**src/rtl/i2c_tc_pkg.sv**
```systemverilog
`timescale 1ns/1ps
package i2c_tc_pkg;
  typedef enum logic [2:0] {
    ST_IDLE,
    ST_ADDR,
    ST_ADDR_ACK,
    ST_WR_BYTE,
    ST_WR_ACK,
    ST_RD_BYTE,
    ST_RD_ACK,
    ST_IGNORE
  } slv_state_e;
endpackage

```
**src/rtl/i2c_line_sampler.sv**
```systemverilog
`timescale 1ns/1ps
module i2c_line_sampler #(
  parameter int SYNC_STAGES = 2
) (
  input  logic clk,
  input  logic rst,
  input  logic scl_i,
  input  logic sda_i,
  output logic scl_lvl,
  output logic sda_lvl,
  output logic scl_rise,
  output logic scl_fall,
  output logic start_det,
  output logic stop_det
);
  localparam int TOP = SYNC_STAGES - 1;

  logic [TOP:0] scl_sync, sda_sync;
  logic         scl_d, sda_d;

  always_ff @(posedge clk) begin
    if (rst) begin
      scl_sync <= '1;
      sda_sync <= '1;
      scl_d    <= 1'b1;
      sda_d    <= 1'b1;
    end else begin
      scl_sync <= {scl_sync[TOP-1:0], scl_i};
      sda_sync <= {sda_sync[TOP-1:0], sda_i};
      scl_d    <= scl_sync[TOP];
      sda_d    <= sda_sync[TOP];
    end
  end

  assign scl_lvl   = scl_sync[TOP];
  assign sda_lvl   = sda_sync[TOP];
  assign scl_rise  = scl_lvl & ~scl_d;
  assign scl_fall  = ~scl_lvl & scl_d;
  assign start_det = scl_lvl & scl_d & sda_d & ~sda_lvl;
  assign stop_det  = scl_lvl & scl_d & ~sda_d & sda_lvl;
endmodule

```
**src/rtl/i2c_tc_engine.sv**
```systemverilog
`timescale 1ns/1ps
module i2c_tc_engine
  import i2c_tc_pkg::*;
#(
  parameter logic [3:0] TYPE_CODE = 4'b1010,
  parameter int         AW        = 8
) (
  input  logic          clk,
  input  logic          rst,
  input  logic          scl_lvl,
  input  logic          sda_lvl,
  input  logic          scl_rise,
  input  logic          scl_fall,
  input  logic          start_det,
  input  logic          stop_det,
  input  logic [7:0]    mem_rdata,
  output logic          sda_oe,
  output logic [AW-1:0] mem_addr,
  output logic          mem_we,
  output logic [7:0]    mem_wdata,
  output logic          commit_pulse
);
  localparam logic [3:0] BITS_PER_BYTE = 4'd8;

  slv_state_e    state;
  logic [3:0]    bitcnt;
  logic [7:0]    rx_sh, tx_sh;
  logic [AW-1:0] ptr;
  logic          rw, ptr_loaded, stored, data_byte, master_ack;
  logic          take_bit;

  assign take_bit = scl_rise && (bitcnt != BITS_PER_BYTE) &&
                    (state == ST_ADDR || state == ST_WR_BYTE);
  assign mem_addr = ptr;

  always_ff @(posedge clk) begin
    if (rst) begin
      state        <= ST_IDLE;
      bitcnt       <= '0;
      rx_sh        <= '0;
      tx_sh        <= '0;
      ptr          <= '0;
      rw           <= 1'b0;
      ptr_loaded   <= 1'b0;
      stored       <= 1'b0;
      data_byte    <= 1'b0;
      master_ack   <= 1'b0;
      sda_oe       <= 1'b0;
      mem_we       <= 1'b0;
      mem_wdata    <= '0;
      commit_pulse <= 1'b0;
    end else begin
      mem_we       <= 1'b0;
      commit_pulse <= 1'b0;
      if (start_det) begin
        state  <= ST_ADDR;
        bitcnt <= '0;
        sda_oe <= 1'b0;
        stored <= 1'b0;
      end else if (stop_det) begin
        commit_pulse <= stored && (state == ST_WR_BYTE) && (bitcnt <= 4'd1);
        state        <= ST_IDLE;
        sda_oe       <= 1'b0;
        stored       <= 1'b0;
      end else begin
        if (take_bit) begin
          rx_sh  <= {rx_sh[6:0], sda_lvl};
          bitcnt <= bitcnt + 4'd1;
        end
        case (state)
          ST_ADDR: if (scl_fall && bitcnt == BITS_PER_BYTE) begin
            bitcnt <= '0;
            if (rx_sh[7:4] == TYPE_CODE) begin
              rw     <= rx_sh[0];
              sda_oe <= 1'b1;
              state  <= ST_ADDR_ACK;
              if (!rx_sh[0]) ptr_loaded <= 1'b0;
            end else begin
              state <= ST_IGNORE;
            end
          end
          ST_ADDR_ACK: if (scl_fall) begin
            bitcnt <= '0;
            if (rw) begin
              tx_sh  <= mem_rdata;
              sda_oe <= ~mem_rdata[7];
              state  <= ST_RD_BYTE;
            end else begin
              sda_oe <= 1'b0;
              state  <= ST_WR_BYTE;
            end
          end
          ST_WR_BYTE: if (scl_fall && bitcnt == BITS_PER_BYTE) begin
            bitcnt <= '0;
            sda_oe <= 1'b1;
            state  <= ST_WR_ACK;
            if (ptr_loaded) begin
              mem_we    <= 1'b1;
              mem_wdata <= rx_sh;
              stored    <= 1'b1;
              data_byte <= 1'b1;
            end else begin
              ptr        <= AW'(rx_sh);
              ptr_loaded <= 1'b1;
              data_byte  <= 1'b0;
            end
          end
          ST_WR_ACK: if (scl_fall) begin
            sda_oe <= 1'b0;
            state  <= ST_WR_BYTE;
            if (data_byte) ptr <= ptr + 1'b1;
          end
          ST_RD_BYTE: if (scl_fall) begin
            if (bitcnt == 4'd7) begin
              bitcnt <= '0;
              sda_oe <= 1'b0;
              state  <= ST_RD_ACK;
            end else begin
              bitcnt <= bitcnt + 4'd1;
              sda_oe <= ~tx_sh[6];
              tx_sh  <= {tx_sh[6:0], 1'b0};
            end
          end
          ST_RD_ACK: begin
            if (scl_rise) begin
              master_ack <= ~sda_lvl;
              if (!sda_lvl) ptr <= ptr + 1'b1;
            end else if (scl_fall) begin
              if (master_ack) begin
                tx_sh  <= mem_rdata;
                sda_oe <= ~mem_rdata[7];
                state  <= ST_RD_BYTE;
              end else begin
                state <= ST_IGNORE;
              end
            end
          end
          default: ;
        endcase
      end
    end
  end


  oe_scl_low_chk: assert property (@(posedge clk) disable iff (rst)
    (sda_oe != $past(sda_oe)) |-> (!$past(scl_lvl) || $past(start_det) || $past(stop_det)));


  commit_single_chk: assert property (@(posedge clk) disable iff (rst)
    commit_pulse |=> !commit_pulse);


  commit_after_stop_chk: assert property (@(posedge clk) disable iff (rst)
    commit_pulse |-> $past(stop_det));


  released_when_quiet_chk: assert property (@(posedge clk) disable iff (rst)
    (state == ST_IDLE || state == ST_IGNORE) |-> !sda_oe);


  we_from_write_chk: assert property (@(posedge clk) disable iff (rst)
    mem_we |-> ($past(state) == ST_WR_BYTE));
endmodule

```
**src/rtl/i2c_typecode_slave.sv**
```systemverilog
`timescale 1ns/1ps
module i2c_typecode_slave #(
  parameter logic [3:0] TYPE_CODE   = 4'b1010,
  parameter int         AW          = 8,
  parameter int         SYNC_STAGES = 2
) (
  input  logic          clk,
  input  logic          rst,
  input  logic          scl_i,
  input  logic          sda_i,
  output logic          sda_oe,
  output logic [AW-1:0] mem_addr,
  output logic          mem_we,
  output logic [7:0]    mem_wdata,
  input  logic [7:0]    mem_rdata,
  output logic          commit_pulse
);
  logic scl_lvl, sda_lvl, scl_rise, scl_fall, start_det, stop_det;

  i2c_line_sampler #(.SYNC_STAGES(SYNC_STAGES)) u_sampler (
    .clk       (clk),
    .rst       (rst),
    .scl_i     (scl_i),
    .sda_i     (sda_i),
    .scl_lvl   (scl_lvl),
    .sda_lvl   (sda_lvl),
    .scl_rise  (scl_rise),
    .scl_fall  (scl_fall),
    .start_det (start_det),
    .stop_det  (stop_det)
  );

  i2c_tc_engine #(.TYPE_CODE(TYPE_CODE), .AW(AW)) u_engine (
    .clk          (clk),
    .rst          (rst),
    .scl_lvl      (scl_lvl),
    .sda_lvl      (sda_lvl),
    .scl_rise     (scl_rise),
    .scl_fall     (scl_fall),
    .start_det    (start_det),
    .stop_det     (stop_det),
    .mem_rdata    (mem_rdata),
    .sda_oe       (sda_oe),
    .mem_addr     (mem_addr),
    .mem_we       (mem_we),
    .mem_wdata    (mem_wdata),
    .commit_pulse (commit_pulse)
  );
endmodule

```
**config.mk**
```make
export PLATFORM = sky130hd
export DESIGN_NAME = i2c_typecode_slave
export DESIGN_NICKNAME = d
export VERILOG_FILES = /design/src/rtl/i2c_tc_pkg.sv /design/src/rtl/i2c_line_sampler.sv /design/src/rtl/i2c_tc_engine.sv /design/src/rtl/i2c_typecode_slave.sv
export SDC_FILE = /design/constraint.sdc
export NUM_CORES = 1
export LEC_CHECK = 0
export BUFFER_PORTS_ARGS = -buffer_cell sky130_fd_sc_hd__clkbuf_2
export CORE_MARGIN = 4
export CORE_UTILIZATION = 62
export DETAILED_ROUTE_END_ITERATION = 10
export PLACE_DENSITY = 0.87
export SLEW_MARGIN = 15
export SYNTH_ARGS = -nofsm -noshare
export SYNTH_HDL_FRONTEND = slang
export SYNTH_HIERARCHICAL = 1
export SYNTH_SLANG_ARGS = --single-unit
```
**constraint.sdc**
```tcl
create_clock -name clk -period 2.9 [get_ports clk]
set_clock_uncertainty 0.05 [all_clocks]
set_input_delay 0.29 -clock clk [delete_from_list [all_inputs] [get_ports clk]]
set_output_delay 0.29 -clock clk [all_outputs]
set_load 0.01 [all_outputs]
```
==> results of run 1 <==
-- Yosys cell counts (all sizes together) (2+ instances only) --
library cell | n | area, um2
o2bb2ai | 2 | 17.5
a31o | 3 | 26.3
clkbuf | 13 | 50.0
and4b | 4 | 41.3
mux2i | 23 | 230
buf | 7 | 46.3
ha | 4 | 50.1
or2 | 9 | 56.3
nor3 | 3 | 15.0
inv | 6 | 22.5
nor2 | 43 | 164
o31ai | 3 | 22.5
nor2b | 6 | 40.0
nor3b | 2 | 15.0
o211ai | 5 | 37.5
a21oi | 22 | 110
and3 | 4 | 25.0
mux2 | 7 | 78.8
o21a | 2 | 15.0
nand2b | 9 | 56.3
a311oi | 2 | 17.5
nor4 | 2 | 12.5
dfxtp | 52 | 1040
and3b | 2 | 17.5
a31oi | 5 | 31.3
nand3b | 2 | 15.0
o21ai | 20 | 100
or3 | 3 | 18.8
nand2 | 25 | 93.8
nand3 | 11 | 55.1
nand4 | 3 | 18.8
-- cells by family after synthesis --
| group | Yosys count |
|---|---|
| adder cells (fa/ha/maj) | 4 |
| flip-flops | 52 |
| XOR/XNOR | 1 |
| multiplexers | 30 |
| AO/OA/AOI/OAI | 77 |
| buffers and inverters | 26 |
| AND/OR/NAND/NOR | 131 |
-- power groups by stage --
stage | sequential, mW | clock [mW] | combinational, mW
after global routing | 0.786 | 0.447 | 0.358
after global placement | 0.791 | 0 | 0.307
final | 0.780 | 0.418 | 0.327
after CTS | 0.778 | 0.421 | 0.318
after floorplan | 0.768 | 0 | 0.271
after detailed placement | 0.794 | 0 | 0.313
-- cell type report --
class                   instances  area (um2)  share of cell area (%)
clock inverters                 1        8.76                   0.298
repair buffers                 36         195                    6.64
inverters                       6        22.5                   0.766
multi-input cells             243        1530                    52.1
flip-flops and latches         52        1040                    35.4
well taps                      50        62.6                    2.13
clock buffers                   7        76.3                    2.60
-- routing by layer --
layer	part of all wire (%)	up-vias
met1	44	1146
met3	7.3	8
li1	-	1191
met2	47	108
met5	0	-
met4	1.4	0
-- worst max-delay path, stage by stage (launching register included) --
cell and delay (ns):
dfxtp_1 0.65, nand3b_1 0.47, a31oi_1 0.45, o2111ai_2 0.38
mux2i_1 0.29, nor2_1 0.05
-- registers in the layout, summed over array words and instances (netlist names) --
| signal | cells |
|---|---|
| u_engine/stored | 1 |
| u_sampler/sda_sync | 2 |
| u_engine/master_ack | 1 |
| u_engine/commit_pulse | 1 |
| u_engine/bitcnt | 4 |
| u_engine/mem_addr | 8 |
| u_engine/tx_sh | 7 |
| u_engine/sda_oe | 1 |
| u_engine/ptr_loaded | 1 |
| u_engine/mem_we | 1 |
| u_engine/rw | 1 |
| u_engine/state | 3 |
| u_engine/mem_wdata | 8 |
| u_sampler/scl_d | 1 |
| u_sampler/scl_sync | 2 |
| u_engine/rx_sh | 8 |
| u_engine/data_byte | 1 |
| u_sampler/sda_d | 1 |
-- per-stage QoR --
step           util [%]  setup WS [ns]  std cells  area [um2]
4_1_cts            71.9          0.496        395        2940
3_3_place_gp       69.8          0.677        387        2850
2_1_floorplan         -          0.943        321        2690
6_report           71.9          0.442        395        2940
5_1_grt            71.9          0.168        395        2940
3_5_place_dp       69.8          0.548        387        2850
-- how the worst min path moves through the flow --
stage,start,to
floorplan,u_sampler/scl_sync[0],u_sampler/scl_sync[1]
global placement,u_sampler/scl_sync[0],u_sampler/scl_sync[1]
detailed placement,u_sampler/sda_sync[0],u_sampler/sda_sync[1]
CTS,scl_i,u_sampler/scl_sync[0]
global route,sda_i,u_sampler/sda_sync[0]
finish,scl_i,u_sampler/scl_sync[0]
==> implementation parameters, run 1 <==
Parameter                              Value

Clocking
  Count of instances resized after the clock tree is built    0
  Clock buffers created by TritonCTS    5
  Clock insertion delay at the later pin of the skew report    0.31 ns
  CTS clk-pin slew, worst paths    0.09 ns
  Number of hold-repair buffers added at the cts stage    0
  Buffer count from post-CTS setup fixing    0
  TritonCTS clock tree    built
  Clock sinks    52
  H-tree levels    2
  Cell at the root of the clock tree    clkbuf_8
  Clock Tree Buf Depth    2

Detailed routing
  Total DRC errors in the routed layout    0
  Drt first pass iters    5
  Total wire length    6360 um
  Routed vias/inst    6.21
  Detailed-route wire length per cell    16.1 um
  Antenna Violating Nets Remaining    0
  Initial DRC count    385
  Total vias in the final route    2453

GRT
  Grt ovf    0
  Largest net degree at the start of global routing    46
  All-Layer GR Usage    24.6%
  Via count of the first global-routing pass    2193
  Met1 Use GR    33.3%
  Antenna violations before repair    0
  First-pass GRT wire length    10500 um
  Busiest layer in global routing    met2
  GR Layer Usage met3    5.47%
  Met2 Usage GRT    38.8%

Power
  Overall Power    1.53 mW
  Comb pwr share    21.4%
  Ratio of total power to cell area    519 mW/mm2
  Reported leakage power    1.27 nW
  Relative contribution of sequential cells to total power    51.2%
  Net switching power    0.483 mW
  Internal power    1.04 mW
  Largest vdd supply drop    0.398 mV
  Share of total power in the clock network    27.4%
  Switching share of total power    31.7%

STA
  Hold Fails Final Rpt    0
  Fraction of the cycle the final worst path needs    84.8%
  Peak Freq    407 MHz
  Finish-stage setup viols    0
  Worst-margin pin slew    0.716 ns
  Worst hold slack    0.105 ns
  Max-slew violation count    0
  Setup repair after global routing missed its margin    no
  Total Neg Setup Slack    0 ns
  Post-layout min period    2.46 ns
  Worst slew slack as a fraction of its limit    52.3%

Synthesis
  Post-synth net total    337
  Post-Synth XOR/XNOR Area    0.325%
  Post-synthesis mux area share    11.5%
  Fraction of the mapped netlist area in compound gates    18.3%
  Yosys synthesis warning count    6
  Sequential-to-total area share from yosys stat    38.7%
  Share of synthesized cell area in and, or, nand and nor gates    25.0%
  Count of mapped cells out of synthesis    321
  Total standard cell area after synthesis    0.00269 mm2
  Synth Flop Type    dfxtp_1
  Synth Area in Adders    1.86%
  Number of distinct library cells after synthesis    56
  Flops & latches, synth    52
  Synthesized area per cell    8.39 um2
  Share of synthesized flip-flops with an asynchronous set or reset    0%
  Post-synth EDFFs    0
  Largest family of logic cells by synthesized area    simple AND/OR/NAND/NOR gates

Flow run
  Max-cap violations    0

Critical path
  Biggest fanout along the worst timing path    18
  Beginning of the worst register-to-register path    u_engine/state[2]
  Endpoint type of the worst setup path    flop
  Worst reg2reg path depth    5
  Worst Setup Path Type    reg -> reg
  Register-to-Register Setup Slack    0.44 ns
  Crit path capture    u_engine/tx_sh[4]
  Type of origin of the critical path    flop
  Endpoint of the worst-slack reg-to-reg timing path    u_engine/tx_sh[4]
  Critical path origin    u_engine/state[2]
  Req. time, crit path    3.04 ns
  Worst EP arrival    2.60 ns

Final layout
  Fill cell total of the finished layout    324
  Most common cell after layout, fill and taps aside    dfxtp_1
  Syn-to-layout area delta    9.15%
  Number of nets in the layout    360
  Share of layout cells above drive strength 1    17.1%
  Number of inserted diodes    0
  Commonest cells after routing, fill and taps aside    52 x dfxtp_1, 42 x nor2_1, 30 x clkbuf_2

Floorplanning
  Core box area    0.00409 mm2
  Die Height    73.9 um
  Die ar.    0.00546 mm2
  I/O Pins    31
  Die width    73.9 um
  Row count    23
  Starting Density    65.9%

Placed design
  Final estimated routing congestion in global placement    0.950
  Detailed-placement wirelength estimate    4240 um
  Count of port buffers added during placement    30

Status
  Result of the run    complete, no violations

Min path
  Number of cells on the worst hold path    2
  Tightest Hold Check Type    in -> reg
Note: power is estimated with default switching activity, not from simulation.
==> inputs of run 2 (changes only) <==
Settings changed: CORE_UTILIZATION 62 to 52, PLACE_DENSITY 0.87 to 0.78.
Clock period 2.9 ns to 2.12 ns, I/O delays scaled along.
==> implementation parameters, run 2 (synthesis results as in run 1) <==
Parameter                              Value

Status
  Result of the run    complete, no violations

STA
  Worst-margin pin slew    0.690 ns (-0.0261 ns)
  Worst slew slack as a fraction of its limit    54.0% (+1.7 points)
  Peak Freq    485 MHz (+19%)
  Total Neg Setup Slack    0 ns (unchanged)
  Setup repair after global routing missed its margin    yes
  Fraction of the cycle the final worst path needs    97.2% (+12 points)
  Finish-stage setup viols    0 (unchanged)
  Max-slew violation count    0 (unchanged)
  Setup WS post-layout    0.0596 ns (-0.383 ns)
  Hold Fails Final Rpt    0 (unchanged)
  Post-layout min period    2.06 ns (-0.397 ns)

Detailed routing
  Drt first pass iters    4 (-1)
  Total wire length    6340 um (-0.27%)
  Routed vias/inst    5.77 (-7.1%)
  Antenna Violating Nets Remaining    0 (unchanged)
  Initial DRC count    218 (-43%)
  Total DRC errors in the routed layout    0 (unchanged)
  Detailed-route wire length per cell    14.9 um (-7.5%)
  Total vias in the final route    2459 (+0.24%)

Critical path
  Delay of the slowest cell on the worst path    0.47 ns (-0.18 ns)
  Levels on crit path    7 (+2)
  Worst Setup Path Type    reg -> reg
  Endpoint type of the worst setup path    flop
  Beginning of the worst register-to-register path    u_engine/bitcnt[1]
  Buf+Inv Stages, Crit Path    1 (+1)
  CP delay by family, top    simple AND/OR/NAND/NOR gates
  Critical path, cell by cell    inv_2 > ha_4 > and4b_2 > or4b_1 > or3_1 > mux2i_1 > nor2_1
  Critical path origin    u_engine/bitcnt[1]
  Req. time, crit path    2.26 ns (-0.78 ns)
  Worst EP arrival    2.20 ns (-0.40 ns)
  Worst reg2reg path depth    7 (+2)
  Endpoint of the worst-slack reg-to-reg timing path    u_engine/rw
  Register-to-Register Setup Slack    0.06 ns (-0.38 ns)
  Biggest fanout along the worst timing path    5 (-13)
  Standard cell with the maximum stage delay on the critical path    or4b_1
  Crit path capture    u_engine/rw
  Type of origin of the critical path    flop

Final layout
  Commonest cells after routing, fill and taps aside    51 x dfxtp_1, 42 x nor2_1, 30 x clkbuf_2
  Share of layout cells above drive strength 1    21.4% (+4.3 points)
  Most common cell after layout, fill and taps aside    dfxtp_1
  Syn-to-layout area delta    14.9%
  Number of nets in the layout    374 (+3.9%)
  Number of inserted diodes    0 (unchanged)

GRT
  Grt ovf    0 (unchanged)
  All-Layer GR Usage    21.0% (-3.6 points)
  First-pass GRT wire length    10800 um (+3.0%)
  Via count of the first global-routing pass    2350 (+7.2%)
  Largest net degree at the start of global routing    48 (+4.3%)
  Antenna violations before repair    0 (unchanged)

Floorplanning
  Core box area    0.00488 mm2 (+19%)
  Starting Density    55.2% (-11 points)
  I/O Pins    31 (unchanged)
  Die width    80.0 um (+8.2%)
  Die Height    80.0 um (+8.2%)
  Die ar.    0.00639 mm2 (+17%)
  Row count    25 (+8.7%)

Clocking
  CTS clk-pin slew, worst paths    0.10 ns (about the same)
  Clock Tree Buf Depth    2 (unchanged)
  Clock sinks    52 (unchanged)
  Clock insertion delay at the later pin of the skew report    0.30 ns (about the same)
  Buffer count from post-CTS setup fixing    0 (unchanged)
  Clock buffers created by TritonCTS    5 (unchanged)
  TritonCTS clock tree    built
  Cell at the root of the clock tree    clkbuf_8
  H-tree levels    2 (unchanged)

Placed design
  Count of port buffers added during placement    30 (unchanged)
  Detailed-placement wirelength estimate    4540 um (+7.2%)
  Setup Slack @ Placement    -0.0143 ns (-0.562 ns)
  Final estimated routing congestion in global placement    0.873 (-8.1%)

Flow run
  Max-cap violations    0 (unchanged)

Power
  Largest vdd supply drop    0.449 mV (+13%)
  Reported leakage power    1.35 nW (+6.4%)
  Ratio of total power to cell area    684 mW/mm2 (+32%)

Min path
  Tightest Hold Check Type    in -> reg
  Number of cells on the worst hold path    2 (unchanged)
==> run 2: cell types whose count changed in the layout (fill, tap and decap cells not counted), sizes merged <==
| cell | change |
|---|---|
| buf | +14 |
==> run 2: per-layer routing <==
metal	up-vias	share of wire [%]	track usage [%]
met5	-	0	0
li1	1218	-	-
met2	76	48	33.9
met3	12	5.8	4.51
met4	0	1.8	7.43
met1	1153	45	27.6
==> run 2: metrics by stage <==
step,power [mW],std cells,hold WS [ns],cell area [um2],util [%]
final,2.12,426,0.0359,3090,63.4
after global routing,2.23,426,0.0509,3090,63.4
after CTS,2.12,426,0.0287,3090,63.3
after detailed placement,1.57,418,0.345,2990,61.3
after global placement,1.55,418,0.335,2990,61.3
after floorplan,1.42,321,0.259,2690,-
==> run 2: power by group <==
group / total [mW] / switching, mW / leakage, nW / internal (mW)
registers: 1.05 / 0.0424 / 0.421 / 1.01
logic: 0.504 / 0.293 / 0.883 / 0.211
clock network: 0.558 / 0.322 / 0.0424 / 0.237
total: 2.12 / 0.657 / 1.35 / 1.46
==> run 2: cell type report <==
cell class / instances / area [um2]
flip-flops and latches: 52 / 1040
well taps: 67 / 83.8
inverters: 6 / 22.5
clock inverters: 1 / 8.76
multi-input cells: 243 / 1550
fillers: 447 / 1790
repair buffers: 50 / 313
clock buffers: 7 / 76.3
==> run 2: worst reg2reg max path: cells and delay by family (launching register included) <==
kind          cells  cell delay [ns]
buf+inv           1             0.10
flops             1             0.36
mux               1             0.16
fa+ha+maj         1             0.15
simple gates      4             1.13
==> run 2: worst min path at each step <==
stage / from / to / slack [ns]
after floorplan: rst / u_sampler/scl_d / 0.26
after CTS: sda_i / u_sampler/sda_sync[0] / 0.03
after global routing: scl_i / u_sampler/scl_sync[0] / 0.05
final: sda_i / u_sampler/sda_sync[0] / 0.04
after detailed placement: sda_i / u_sampler/sda_sync[0] / 0.35
after global placement: u_sampler/sda_sync[0] / u_sampler/sda_sync[1] / 0.33
==> run 2: what timing repair did <==
item / 4_1_cts / 5_1_grt
setup endpoints to repair: 1 / 22
pin swaps: 1 / 0
gates resized for setup: 2 / 3
hold buffers: 0 / 0
